## src/rtl/dvic_pkg.sv

```systemverilog
package dvic_pkg;
  localparam int VEC_SHIFT = 5;
  localparam logic [31:0] NO_VEC = 32'h0000_0001;

  typedef enum logic [2:0] {
    A_EN     = 3'd0,
    A_STEER  = 3'd1,
    A_RAW    = 3'd2,
    A_MASKED = 3'd3,
    A_IVEC   = 3'd4,
    A_FVEC   = 3'd5,
    A_BASE   = 3'd6,
    A_EPOUT  = 3'd7
  } reg_addr_e;
endpackage

```

## src/rtl/dvic_sync.sv

```systemverilog
module dvic_sync #(
  parameter int W = 17
) (
  input  logic         clk_i,
  input  logic         rst_ni,
  input  logic [W-1:0] d_i,
  output logic [W-1:0] q_o
);
  logic [W-1:0] st1_q, st2_q;

  always_ff @(posedge clk_i or negedge rst_ni) begin
    if (!rst_ni) begin
      st1_q <= '1;
      st2_q <= '1;
    end else begin
      st1_q <= d_i;
      st2_q <= st1_q;
    end
  end

  assign q_o = st2_q;
endmodule

```

## src/rtl/dvic_pick.sv

```systemverilog
module dvic_pick #(
  parameter int N  = 25,
  parameter int IW = $clog2(N)
) (
  input  logic          clk_i,
  input  logic          rst_ni,
  input  logic [N-1:0]  req_i,
  output logic          valid_o,
  output logic [IW-1:0] idx_o
);
  logic [N-1:0] below;

  always_comb begin
    valid_o = 1'b0;
    idx_o   = '0;
    for (int i = N - 1; i >= 0; i--) begin
      if (req_i[i]) begin
        valid_o = 1'b1;
        idx_o   = IW'(i);
      end
    end
  end

  assign below = (N'(1) << idx_o) - N'(1);

  // the winner is pending and no lower index is pending
  p_winner_lowest_r5: assert property (@(posedge clk_i) disable iff (!rst_ni)
    valid_o |-> (req_i[idx_o] && ((req_i & below) == '0)));

  // "nothing pending" only when the request vector is empty
  p_empty_only_r6: assert property (@(posedge clk_i) disable iff (!rst_ni)
    !valid_o |-> (req_i == '0));
endmodule

```

## src/rtl/dvic.sv

```systemverilog
module dvic
  import dvic_pkg::*;
#(
  parameter int NPER = 4,
  parameter int NEXT = 16,
  parameter int NEP  = 4,
  parameter int DW   = 32
) (
  input  logic            clk_i,
  input  logic            rst_ni,
  input  logic            ep_mode_i,
  input  logic            hpi_n_i,
  input  logic [NEXT-1:0] xin_n_i,
  input  logic [1:0]      tmr_i,
  input  logic [NPER-1:0] per_i,
  input  logic [1:0]      cpu_i,
  input  logic            bus_wr_i,
  input  logic            bus_rd_i,
  input  logic [2:0]      bus_addr_i,
  input  logic [DW-1:0]   bus_wdata_i,
  output logic [DW-1:0]   bus_rdata_o,
  output logic            bus_rvalid_o,
  output logic            irq_o,
  output logic            fiq_o,
  output logic [NEP-1:0]  intout_n_o
);
  localparam int NSRC = 1 + NEXT + 2 + NPER + 2;
  localparam int IW   = $clog2(NSRC);
  localparam int XB   = 1;
  localparam int TB   = XB + NEXT;
  localparam int PB   = TB + 2;
  localparam int CB   = PB + NPER;
  localparam int PADW = DW - NSRC;

  // reset: asserted asynchronously, released on the clock
  logic [1:0] rs_q;
  logic       rst_q;
  always_ff @(posedge clk_i or negedge rst_ni) begin
    if (!rst_ni) rs_q <= 2'b00;
    else         rs_q <= {rs_q[0], 1'b1};
  end
  assign rst_q = rs_q[1];

  // synchronize active-low pins
  logic [NEXT:0] pin_s;
  dvic_sync #(.W(NEXT + 1)) u_sync (
    .clk_i (clk_i),
    .rst_ni(rst_q),
    .d_i   ({xin_n_i, hpi_n_i}),
    .q_o   (pin_s)
  );

  logic [NSRC-1:0] raw, masked, irq_req, fiq_req;
  always_comb begin
    raw     = '0;
    raw[0]  = ~pin_s[0];
    for (int i = 0; i < NEXT; i++)
      raw[XB+i] = ~pin_s[1+i] & ~(ep_mode_i && (i < NEP));
    raw[TB +: 2]    = tmr_i;
    raw[PB +: NPER] = per_i;
    raw[CB +: 2]    = cpu_i;
  end

  // state
  logic [NSRC-1:0] en_q, en_d, steer_q, steer_d;
  logic [DW-1:0]   base_q, base_d, rdata_q, rdata_d;
  logic [NEP-1:0]  epo_q, epo_d;
  logic            rvalid_d, irq_d, fiq_d, irq_q, fiq_q;

  assign masked  = raw & en_q;
  assign irq_req = masked & ~steer_q;
  assign fiq_req = masked & steer_q;

  logic          ivld, fvld;
  logic [IW-1:0] iidx, fidx;
  dvic_pick #(.N(NSRC), .IW(IW)) u_pick_irq (
    .clk_i(clk_i), .rst_ni(rst_q), .req_i(irq_req), .valid_o(ivld), .idx_o(iidx));
  dvic_pick #(.N(NSRC), .IW(IW)) u_pick_fiq (
    .clk_i(clk_i), .rst_ni(rst_q), .req_i(fiq_req), .valid_o(fvld), .idx_o(fidx));

  logic [DW-1:0] ivec, fvec;
  assign ivec = ivld ? base_q + (DW'(iidx) << VEC_SHIFT) : DW'(NO_VEC);
  assign fvec = fvld ? base_q + (DW'(fidx) << VEC_SHIFT) : DW'(NO_VEC);

  // next state
  always_comb begin
    en_d     = en_q;
    steer_d  = steer_q;
    base_d   = base_q;
    epo_d    = epo_q;
    rdata_d  = rdata_q;
    rvalid_d = bus_rd_i;
    irq_d    = |irq_req;
    fiq_d    = |fiq_req;
    if (bus_wr_i) begin
      unique case (reg_addr_e'(bus_addr_i))
        A_EN:    en_d    = bus_wdata_i[NSRC-1:0];
        A_STEER: steer_d = bus_wdata_i[NSRC-1:0];
        A_BASE:  base_d  = bus_wdata_i & ~DW'((1 << VEC_SHIFT) - 1);
        A_EPOUT: epo_d   = bus_wdata_i[NEP-1:0];
        default: ;
      endcase
    end
    if (bus_rd_i) begin
      unique case (reg_addr_e'(bus_addr_i))
        A_EN:     rdata_d = {{PADW{1'b0}}, en_q};
        A_STEER:  rdata_d = {{PADW{1'b0}}, steer_q};
        A_RAW:    rdata_d = {{PADW{1'b0}}, raw};
        A_MASKED: rdata_d = {{PADW{1'b0}}, masked};
        A_IVEC:   rdata_d = ivec;
        A_FVEC:   rdata_d = fvec;
        A_BASE:   rdata_d = base_q;
        A_EPOUT:  rdata_d = {{(DW-NEP){1'b0}}, epo_q};
        default:  rdata_d = '0;
      endcase
    end
  end

  // registers
  always_ff @(posedge clk_i or negedge rst_q) begin
    if (!rst_q) begin
      en_q    <= '0;
      steer_q <= '0;
      base_q  <= '0;
      epo_q   <= '0;
      rdata_q <= '0;
      rvalid_q_r <= 1'b0;
      irq_q   <= 1'b0;
      fiq_q   <= 1'b0;
    end else begin
      en_q    <= en_d;
      steer_q <= steer_d;
      base_q  <= base_d;
      epo_q   <= epo_d;
      if (bus_rd_i) rdata_q <= rdata_d;
      rvalid_q_r <= rvalid_d;
      irq_q   <= irq_d;
      fiq_q   <= fiq_d;
    end
  end

  logic rvalid_q_r;
  assign bus_rdata_o  = rdata_q;
  assign bus_rvalid_o = rvalid_q_r;
  assign irq_o        = irq_q;
  assign fiq_o        = fiq_q;
  assign intout_n_o   = ep_mode_i ? ~epo_q : '1;

  // with every source disabled, both lines stay low
  p_quiet_masked_r1: assert property (@(posedge clk_i) disable iff (!rst_q)
    (en_q == '0) |=> (!irq_o && !fiq_o));

  // the fast line needs an enabled source steered to it
  p_fiq_needs_steer_r2: assert property (@(posedge clk_i) disable iff (!rst_q)
    ((fiq_req == '0) && !fvld) |=> !fiq_o);

  // no raw request means both lines low one edge later
  p_idle_after_drop_r4: assert property (@(posedge clk_i) disable iff (!rst_q)
    (raw == '0) |=> (!irq_o && !fiq_o));

  // a vector read is either aligned to the stride or the empty code
  p_vec_shape_r6: assert property (@(posedge clk_i) disable iff (!rst_q)
    (bus_rd_i && (bus_addr_i == A_IVEC || bus_addr_i == A_FVEC)) |=>
      (bus_rdata_o[VEC_SHIFT-1:0] == '0 || bus_rdata_o == DW'(NO_VEC)));

  // outside endpoint mode the outputs are idle
  p_ep_idle_r8: assert property (@(posedge clk_i) disable iff (!rst_q)
    !ep_mode_i |-> (intout_n_o == '1));

  // valid follows a read strobe by one edge
  p_rvalid_r11: assert property (@(posedge clk_i) disable iff (!rst_q)
    bus_rd_i |=> bus_rvalid_o);
endmodule

```

## config.mk

```make
export PLATFORM = sky130hd
export DESIGN_NAME = dvic
export DESIGN_NICKNAME = d
export VERILOG_FILES = /design/src/rtl/dvic_pkg.sv /design/src/rtl/dvic_sync.sv /design/src/rtl/dvic_pick.sv /design/src/rtl/dvic.sv
export SDC_FILE = /design/constraint.sdc
export NUM_CORES = 1
export LEC_CHECK = 0
export ABC_AREA = 1
export ABC_CLOCK_PERIOD_IN_PS = 11100
export BUFFER_PORTS_ARGS = -buffer_cell sky130_fd_sc_hd__buf_2
export CAP_MARGIN = 20
export CELL_PAD_IN_SITES_DETAIL_PLACEMENT = 2
export CELL_PAD_IN_SITES_GLOBAL_PLACEMENT = 2
export CORE_MARGIN = 1
export CORE_UTILIZATION = 37
export DETAILED_ROUTE_END_ITERATION = 6
export PLACE_DENSITY_LB_ADDON = 0.1
export SLEW_MARGIN = 20
export SYNTH_ARGS = -nofsm -noshare
export SYNTH_HDL_FRONTEND = slang
export SYNTH_SLANG_ARGS = --single-unit
```

## constraint.sdc

```tcl
create_clock -name clk_i -period 11.1 [get_ports clk_i]
set_input_delay 0.555 -clock clk_i [delete_from_list [all_inputs] [get_ports clk_i]]
set_output_delay 0.555 -clock clk_i [all_outputs]
set_load 0.02 [all_outputs]
```

* After elaboration in Yosys (flattened, before gate mapping)
Index checks and enable logic that the tools add are counted.
Storage, ports and cells: logic and storage cells 158, flip-flop bits (word level) 152, input port bits 65
Cells by class: reductions and logical operators 7, bitwise logic cells 27, muxes and demuxes 104, equality and inequality tests 7, $add $sub $neg 2
Operator list (count):
- $pmux W32 S8 | 1
- $mux W5 | 50
- $and A25 B25 Y25 | 3
- $add A32 B10 Y32 | 2
- $mux W32 | 2
- $mux W1 | 50
- $reduce_or A25 Y1 | 2
- $not A25 Y25 | 1
- $not A1 Y1 | 18
- $eq A3 B3 Y1 const B | 4
- $reduce_and A2 Y1 | 4
- $eq A3 B2 Y1 const B | 2
- $and A1 B1 Y1 | 4
- $mux W4 | 1
- $not A4 Y4 | 1
- $eq A3 B1 Y1 const B | 1
- $logic_not A3 Y1 | 1

* Longest topological paths before layout
Gate-level depths: netlist (run 1).
depth in word-level cells 32, mapped depth 42, mapped depth without buffers 42

* By module
Synthesis (run 1) repeated with hierarchy kept, for this count alone.
Unflattened totals: cells, all modules 1336, area total of the unflattened synthesis 9232.6 sq um
Modules (own cells, without submodules):
- dvic | sequential area each 2952.8 sq um, area an instance 7623.6 sq um, instances 1, cells an instance 1148
- dvic_sync | sequential area each 893.4 sq um, area an instance 893.4 sq um, instances 1, cells an instance 34
- dvic_pick | sequential area each 0.0 sq um, area an instance 357.8 sq um, instances 2, cells an instance 77

* Least setup slack after synthesis (run 1)
Ideal clock, no wire load.
kind input -> register, start input cpu_i[0], end register rdata_q[25], in the netlist bus_rdata_o[25], cell stages on the path 41, buffers on the path 0, data arrival time 3.534 ns, setup slack 7.434 ns, required time 10.969 ns, path through nand2_1 > nor2_1 > nand2_1 > nand2_1 > nand2_1 > nand2_1 > nand2_1 > nand2_1 > nand2_1 > nand2_1 > nand2_1 > nand2_1 > nand2_1 > nand2_1 > nand2_1 > nand2_1 > nand2_1 > nand2_1 > [... 5 more ...] > a21oi_1 > ha_1 > fa_1 > a21oi_1 > o21ai_2 > nand2_1 > a21oi_2 > nand2_1 > nor2_4 > inv_2 > nor2_8 > nand2_2 > nor2_4 > a31oi_1 > o21ai_1 > nand2_1 > a21oi_1 > o21ai_1
Between the ends: cells in the longest elaborated chain, start to end 29, elaborated cells between the ends (all ways) 104, those cells by class add/sub: 2; mux: 99; bitwise: 3
Ends and longest elaborated chain:
- start, declared | line dvic.sv:16 | input logic [1:0] cpu_i,
- $and A25 B25 Y25 (*) | line dvic.sv:70 | assign masked = raw & en_q;
- $and A25 B25 Y25 (on tied branches) | line dvic.sv:72, dvic.sv:71
- $mux W5 (24 in a row) | line dvic_pick.sv:17 | if (req_i[i]) begin
- $add A32 B10 Y32 (on tied branches) | line dvic.sv:83, dvic.sv:82
- $mux W32 (on tied branches) | line dvic.sv:83, dvic.sv:82
- $pmux W32 S8 (*) | line dvic.sv:105 | unique case (reg_addr_e'(bus_addr_i))
- end signal, assigned | line dvic.sv:135 | if (bus_rd_i) rdata_q <= rdata_d;
- end, declared | line dvic.sv:66 | logic [DW-1:0] base_q, base_d, rdata_q, rdata_d;
Mark *: on every way between the ends. The rest lies on a longest branch, timed or not. A chain may end at the register's enable or synchronous reset.

* Worst setup path in the final report (run 1)
start register en_q[23], end register rdata_q[25], in the netlist bus_rdata_o[25]
Between the ends: cells in the longest elaborated chain, start to end 29, elaborated cells between the ends (all ways) 104, those cells by class add/sub: 2; mux: 99; bitwise: 3
Ends and longest elaborated chain:
- start, declared | line dvic.sv:65 | logic [NSRC-1:0] en_q, en_d, steer_q, steer_d;
- start signal, assigned | line dvic.sv:131 | en_q <= en_d;
- $and A25 B25 Y25 (*) | line dvic.sv:70
- $and A25 B25 Y25 (on tied branches) | line dvic.sv:72, dvic.sv:71
- $mux W5 (24 in a row) | line dvic_pick.sv:17
- $add A32 B10 Y32 (on tied branches) | line dvic.sv:83, dvic.sv:82
- $mux W32 (on tied branches) | line dvic.sv:83, dvic.sv:82
- $pmux W32 S8 (*) | line dvic.sv:105
Marks and branches as above.

==> results of run 1 <==
## cell families (layout without fill, tap and decap cells)
family | Yosys count | in the layout | synth area share, %
other cells | 1 | 1 | 0.04360
fa+ha+maj | 12 | 12 | 1.920
simple gates | 489 | 489 | 25.94
compound gates | 272 | 272 | 18.53
buf+inv | 154 | 252 | 7.259
mux | 2 | 2 | 0.2618
flops | 152 | 152 | 44.72
xor+xnor | 13 | 13 | 1.324
## stage by stage
step                std cells  total power, mW  hold WS, ns
finish                   1478            1.872       0.1980
global route             1478            1.966       0.1871
CTS                      1478            1.878       0.1907
detailed placement       1445            1.256       0.3392
global placement         1445            1.228       0.3337
floorplan                1095            1.071       0.2594
## power by group through the flow
stage	clock, mW	combinational, mW	sequential, mW
after floorplan	0	0.325	0.745
after global placement	0	0.474	0.754
after detailed placement	0	0.497	0.759
after CTS	0.619	0.507	0.751
after global routing	0.639	0.561	0.766
final	0.612	0.507	0.753
## cell usage after synthesis, types with 5 or more instances
master     count
a21oi_1       64
a31oi_1       10
buf_2          8
clkbuf_1      28
dfrtp_1      118
dfstp_2       34
ha_1          10
inv_1         97
inv_2         10
nand2_1      300
nand2_2        7
nand3_1       61
nand3b_1      10
nand4_1       13
nor2_1        55
nor2_2         6
nor2_4         7
nor3_1         9
nor4_1         5
o2111ai_1     13
o211ai_1       6
o21ai_0      107
o21ai_1       28
o22ai_1        8
xor2_1        10
## state kept, by name (all words and copies together) (netlist names)
| register | count |
|---|---|
| epo_q | 4 |
| en_q | 25 |
| fiq_o | 1 |
| base_q | 27 |
| u_sync.q_o | 17 |
| irq_o | 1 |
| steer_q | 25 |
| rs_q | 2 |
| u_sync.st1_q | 17 |
| bus_rvalid_o | 1 |
| bus_rdata_o | 32 |
## placed cells by master (no fill, tap or decap), types with 11 or more instances in the layout
master,Yosys,routed
o2111ai_1,13,13
inv_2,10,11
buf_2,8,103
dfstp_2,34,34
o21ai_0,107,107
clkbuf_16,0,17
nand2_1,300,299
nor2_1,55,54
dfrtp_1,118,117
nand3_1,61,61
a21oi_1,64,64
inv_1,97,96
o21ai_1,28,28
nand4_1,13,13
## layer usage
metal  routed length, um  vias up  part of all wire (%)
met5                   0        -                     0
met4                 520        0                   1.6
met3                1321       40                   4.0
met2               15650      200                    47
met1               15550     4273                    47
li1                    -     3834                     -
## layout make-up
cell class	count	area (um2)	share of cell area [%]
clock inverters	14	172.7	1.738
well taps	285	356.6	3.590
inverters	110	417.9	4.208
repair buffers	110	570.5	5.745
flip-flops and latches	152	3850	38.76
multi-input cells	789	4135	41.64
clock buffers	18	429.2	4.321
## final timing paths
kind                                    to  slack [ns]
setup / recovery           bus_rdata_o[25]        6.46
hold / removal             u_sync.st1_q[2]        0.20
setup reg to reg           bus_rdata_o[25]        6.46
hold reg to reg               bus_rvalid_o        0.32
max in group asynchronous          en_q[7]        8.87
min in group asynchronous     bus_rvalid_o        0.32
==> out/qor.txt, run 1 <==
worst hold-check path type: input pin to register
delay-heaviest family, CP: simple AND/OR/NAND/NOR gates
post-CTS repair timing setup buffer count: 0
Req. time, crit path: 11.39 ns
clock skew: 0.01731 ns
CTS buffer count: 17
largest net degree at the start of global routing: 61
starting density of the core: 37.87%
internal power: 1.136 mW
# DRC: 0
post-cts hold buffer count: 1
Total Routing Usage GR: 29.11%
die span in y: 154.5 um
leading area contributor after synthesis: dfrtp_1
register area share after synthesis: 44.72%
Seq pwr share: 40.2%
final number of hold-violating endpoints: 0
Util after Layout: 43.74%
clk sinks: 152
Yosys warnings: 0
Syn Area/Cell: 7.855 um2
GR Util met1: 40.20%
Clk Tree Root Cell: clkbuf_16
top cells by area, synth: dfrtp_1, nand2_1, dfstp_2
post-route cell area: 0.009932 mm2
antenna diode count: 0
GR peak layer: met2
Slew @ Worst Pin: 1.064 ns
clock power share: 32.7%
nets: 1257
post-CTS resize count: 0
port bufs: 103
via/cell ratio: 5.647
setup slack after layout: 6.462 ns
core area: 0.02271 mm2
Comb power frac: 27.1%
hold_sp: xin_n_i[1]
synthesized flop and latch total: 152
worst path bufs/invs: 1
share of the synthesized area in the top cell type: 34.33%
fill count: 2682
first-pass GRT wire length: 52.41 mm
vias after detailed routing: 8347
vias in the first global route: 9002
WL/cell: 22.35 um
clk_lat worst skew: 0.45 ns
Cell Area, Placed: 0.009318 mm2
Die Area: 0.02386 mm2
Area growth, synth to finish: 15.48%
Clock Pin Slew Worst Setup and Hold Paths: 0.08 ns
reg2reg start: en_q[23]
Setup TNS: 0 ns
met2 Use GR: 47.38%
Post-Place Worst Slack: 6.418 ns
DP Wirelength: 23.90 mm
row cnt: 55
Pwr per Cell Area: 188.5 mW/mm2
post-route ant nets: 0
GRT overflow: 0
Net Count, Synth: 1172
Max Clock Freq: 215.6 MHz
Max-slew headroom: 28.68%
Crit Path Class: register to register
Tmin final: 4.638 ns
share of layout cells above drive strength 1: 19.87%
FF-to-FF path depth: 39
Post-synth top flop: dfrtp_1
max-slew violations: 0
Min-Delay Path Depth: 1
RSZ-0062 raised after global routing: no
final cycle utilization of the critical path: 41.78%
Setup violations, final: 0
Net Sw Frac: 39.34%
critical path depth: 39
Post-synth ARST share: 100.0%
Switch Pwr: 0.7366 mW
post-synthesis cell type count: 59
peak supply drop: 0.09362 mV
arrival time worst endpoint: 4.92 ns
Post-synth EDFFs: 0
depth of the CTS H-tree: 4
synthesized area: 0.008601 mm2
CP startpoint kind: register
CP startpoint: en_q[23]
DR pass1 iterations: 5
CTS Buffer Depth: 2
leakage power: 4.744 nW
Synth Instances: 1095
gpl congestion: 0.8499
die width: 154.5 um
initial DRC count: 412
CP peak stage delay: 0.39 ns
status: finished clean
slowest CP cell: dfrtp_1
MaxCap Viol Count: 0
CTS tree: yes
worst-path fanout max: 6
grt met3 use: 4.147%
Routed WL: 33.04 mm
num ports: 104
initial antenna violation count: 0
Top cell by count, worst path: nand2_1
Worst setup EP type: register
(Power assumes the default switching activity.)
==> inputs of run 2 (changes only) <==
--- a/config.mk
+++ b/config.mk
@@ -6,13 +6,13 @@
 export NUM_CORES = 1
 export LEC_CHECK = 0
 export ABC_AREA = 1
-export ABC_CLOCK_PERIOD_IN_PS = 11100
+export ABC_CLOCK_PERIOD_IN_PS = 4600
 export BUFFER_PORTS_ARGS = -buffer_cell sky130_fd_sc_hd__buf_2
 export CAP_MARGIN = 20
 export CELL_PAD_IN_SITES_DETAIL_PLACEMENT = 2
 export CELL_PAD_IN_SITES_GLOBAL_PLACEMENT = 2
 export CORE_MARGIN = 1
-export CORE_UTILIZATION = 37
+export CORE_UTILIZATION = 35
 export DETAILED_ROUTE_END_ITERATION = 6
 export PLACE_DENSITY_LB_ADDON = 0.1
 export SLEW_MARGIN = 20
==> constraint.sdc (replaced) <==
create_clock -name clk_i -period 4.6 [get_ports clk_i]
set_input_delay 0.23 -clock clk_i [delete_from_list [all_inputs] [get_ports clk_i]]
set_output_delay 0.23 -clock clk_i [all_outputs]
set_load 0.02 [all_outputs]
==> run 2 against run 1 <==
  * Sequential share of layout area shrank 1.9 points
  * First-iteration DRC count shrank 2.7%
  * Clock-buffer cell count is the same
  * Via count grew 0.47%
  * Global-route usage shrank 1.5 points
  * Flip-flop and latch count is the same
  * Sequential power grew 140%
  * Total power grew 150%
  * Combinational power grew to 2.5 times the previous value
  * Routed wire length grew 3.1%
  * Design area grew 5.1%
  * Largest power group unchanged
  * Highest routed layer unchanged
==> out/qor.txt, run 2 (same netlist as run 1, synthesis figures left out) <==
initial DRC count: 401 (-2.7%)
final number of hold-violating endpoints: 0 (unchanged)
Slew @ Worst Pin: 1.126 ns (+0.06200 ns)
row cnt: 57 (+3.6%)
worst hold endpoint: base_q[26]
largest net degree at the start of global routing: 82 (+34%)
worst reg2reg endpoint: bus_rdata_o[29]
setup slack after layout: 0.2648 ns (-6.197 ns)
Setup violations, final: 0 (unchanged)
depth of the CTS H-tree: 4 (unchanged)
CP startpoint kind: register
via/cell ratio: 5.393 (-4.5%)
# DRC: 0 (unchanged)
CTS buffer count: 17 (unchanged)
Tmin final: 4.335 ns (-0.3028 ns)
setup slack, reg-to-reg: 0.26 ns (-6.20 ns)
CP peak stage delay: 0.42 ns (+0.03 ns)
internal power: 2.884 mW (+150%)
Min-Delay Path Depth: 2 (+1)
Worst setup EP type: register
Area growth, synth to finish: 21.36%
gpl congestion: 0.8744 (+2.9%)
clk sinks: 152 (unchanged)
Die Area: 0.02520 mm2 (+5.6%)
die span in y: 158.8 um (+2.8%)
footprint of the multi-input gates: 0.004223 mm2 (+2.1%)
register area: 0.003850 mm2 (unchanged)
Clk Tree Root Cell: clkbuf_16
MaxCap Viol Count: 0 (unchanged)
most frequent cells in the layout: nand2_1, dfrtp_1, o21ai_0
Req. time, crit path: 4.93 ns (-6.46 ns)
leakage power: 4.983 nW (+5.0%)
Top cell by count, worst path: nand2_1
Routed WL: 34.06 mm (+3.1%)
share of layout cells above drive strength 1: 22.66% (+2.8 points)
hold_sp: bus_wdata_i[26]
Seq pwr share: 39.1% (-1.1 points)
FF-to-FF path depth: 41 (+5.1%)
max-slew violations: 0 (unchanged)
delay-heaviest family, CP: simple AND/OR/NAND/NOR gates
clock power share: 33.4% (+0.7 points)
Crit Path Class: register to register
peak supply drop: 0.2066 mV (+120%)
Total Routing Usage GR: 27.57% (-1.5 points)
port bufs: 103 (unchanged)
vias after detailed routing: 8386 (+0.47%)
Pwr per Cell Area: 447.2 mW/mm2 (+140%)
Post-Place Cells: 1489 (+3.0%)
post-route ant nets: 0 (unchanged)
non-filler instance count after layout: 1555 (+5.2%)
CTS Buffer Depth: 2 (unchanged)
vias in the first global route: 9108 (+1.2%)
status: finished clean
DP Wirelength: 24.06 mm (+0.65%)
clk_lat worst skew: 0.45 ns (about the same)
slowest CP cell: dfrtp_1
DR pass1 iterations: 5 (unchanged)
core area: 0.02418 mm2 (+6.5%)
Switch Pwr: 1.784 mW (+140%)
worst path bufs/invs: 1 (unchanged)
GRT overflow: 0 (unchanged)
num ports: 104 (unchanged)
arrival time worst endpoint: 4.66 ns (-0.26 ns)
initial antenna violation count: 0 (unchanged)
Comb power frac: 27.6% (+0.5 points)
commonest non-fill, non-tap cell in the layout: nand2_1
final cycle utilization of the critical path: 94.24% (+52 points)
Largest register FFs: 32 (unchanged)
Net Sw Frac: 38.21% (-1.1 points)
Max Clock Freq: 230.7 MHz (+7.0%)
CP startpoint: en_q[23]
Max-slew headroom: 24.85% (-3.8 points)
worst-path fanout max: 4 (-2)
CTS tree: yes
antenna diode count: 0 (unchanged)
Post-Place Worst Slack: 0.09704 ns (-6.321 ns)
RSZ-0062 raised after global routing: yes
die width: 158.8 um (+2.8%)
worst hold-check path type: input pin to register
reg2reg start: en_q[23]
first-pass GRT wire length: 52.85 mm (+0.84%)
clock skew: 0.02180 ns (+0.004491 ns)
fill count: 2763 (+3.0%)
nets: 1295 (+3.0%)
Clock Pin Slew Worst Setup and Hold Paths: 0.07 ns (about the same)
starting density of the core: 35.57% (-2.3 points)
WL/cell: 21.91 um (-2.0%)
run 2: power by group through the flow:
| stage | logic, mW | clock network [mW] | registers [mW] |
|---|---|---|---|
| 2_1_floorplan | 0.784 | 0 | 1.80 |
| 3_3_place_gp | 1.16 | 0 | 1.83 |
| 3_5_place_dp | 1.20 | 0 | 1.84 |
| 4_1_cts | 1.25 | 1.59 | 1.82 |
| 5_1_grt | 1.42 | 1.62 | 1.86 |
| 6_report | 1.29 | 1.56 | 1.82 |
run 2: how the worst max path moves through the flow:
stage,slack (ns),cells past startpoint,to
after floorplan,0.11,0,base_q[10]
after global placement,0.15,39,bus_rdata_o[21]
after detailed placement,0.1,39,bus_rdata_o[21]
after CTS,0.008,39,bus_rdata_o[21]
after global routing,-0.15,39,bus_rdata_o[25]
final,0.26,41,bus_rdata_o[29]
run 2: layout make-up:
cell class | instances | area share [%]
Multi-Input combinational cell | 789 | 40.46
Sequential cell | 152 | 36.89
Timing Repair Buffer | 148 | 8.727
Clock buffer | 18 | 4.112
Inverter | 110 | 4.004
Tap cell | 324 | 3.884
Clock inverter | 14 | 1.930
run 2: repair_timing:
| action | in CTS | in global routing |
|---|---|---|
| buffers inserted | 2 | 14 |
| resized for setup | 3 | 27 |
| hold buffers | 18 | 0 |
| setup endpoints to repair | 4 | 19 |
| pin swaps | 1 | 17 |
| hold endpoints to repair | 19 | 0 |
run 2: routing by layer:
layer,GRT usage [%],wire length (um),share of wire (%),vias up
met5,0,0,0,-
met4,9.753,813,2.4,0
met3,3.866,1011,3.0,55
met2,48.92,17390,51,160
met1,33.93,14850,44,4262
li1,-,-,-,3909
run 2: per-stage QoR:
stage	hold slack, ns	utilization (%)	instance area, um2	TNS [ns]	total power, mW
floorplan	-0.06559	-	8601	0	2.583
global placement	0.01590	38.95	9417	0	2.982
detailed placement	0.01789	38.95	9417	0	3.037
CTS	0.01201	42.40	10250	0	4.660
global route	0.02052	43.17	10440	-0.7276	4.898
finish	0.02999	43.17	10440	0	4.668
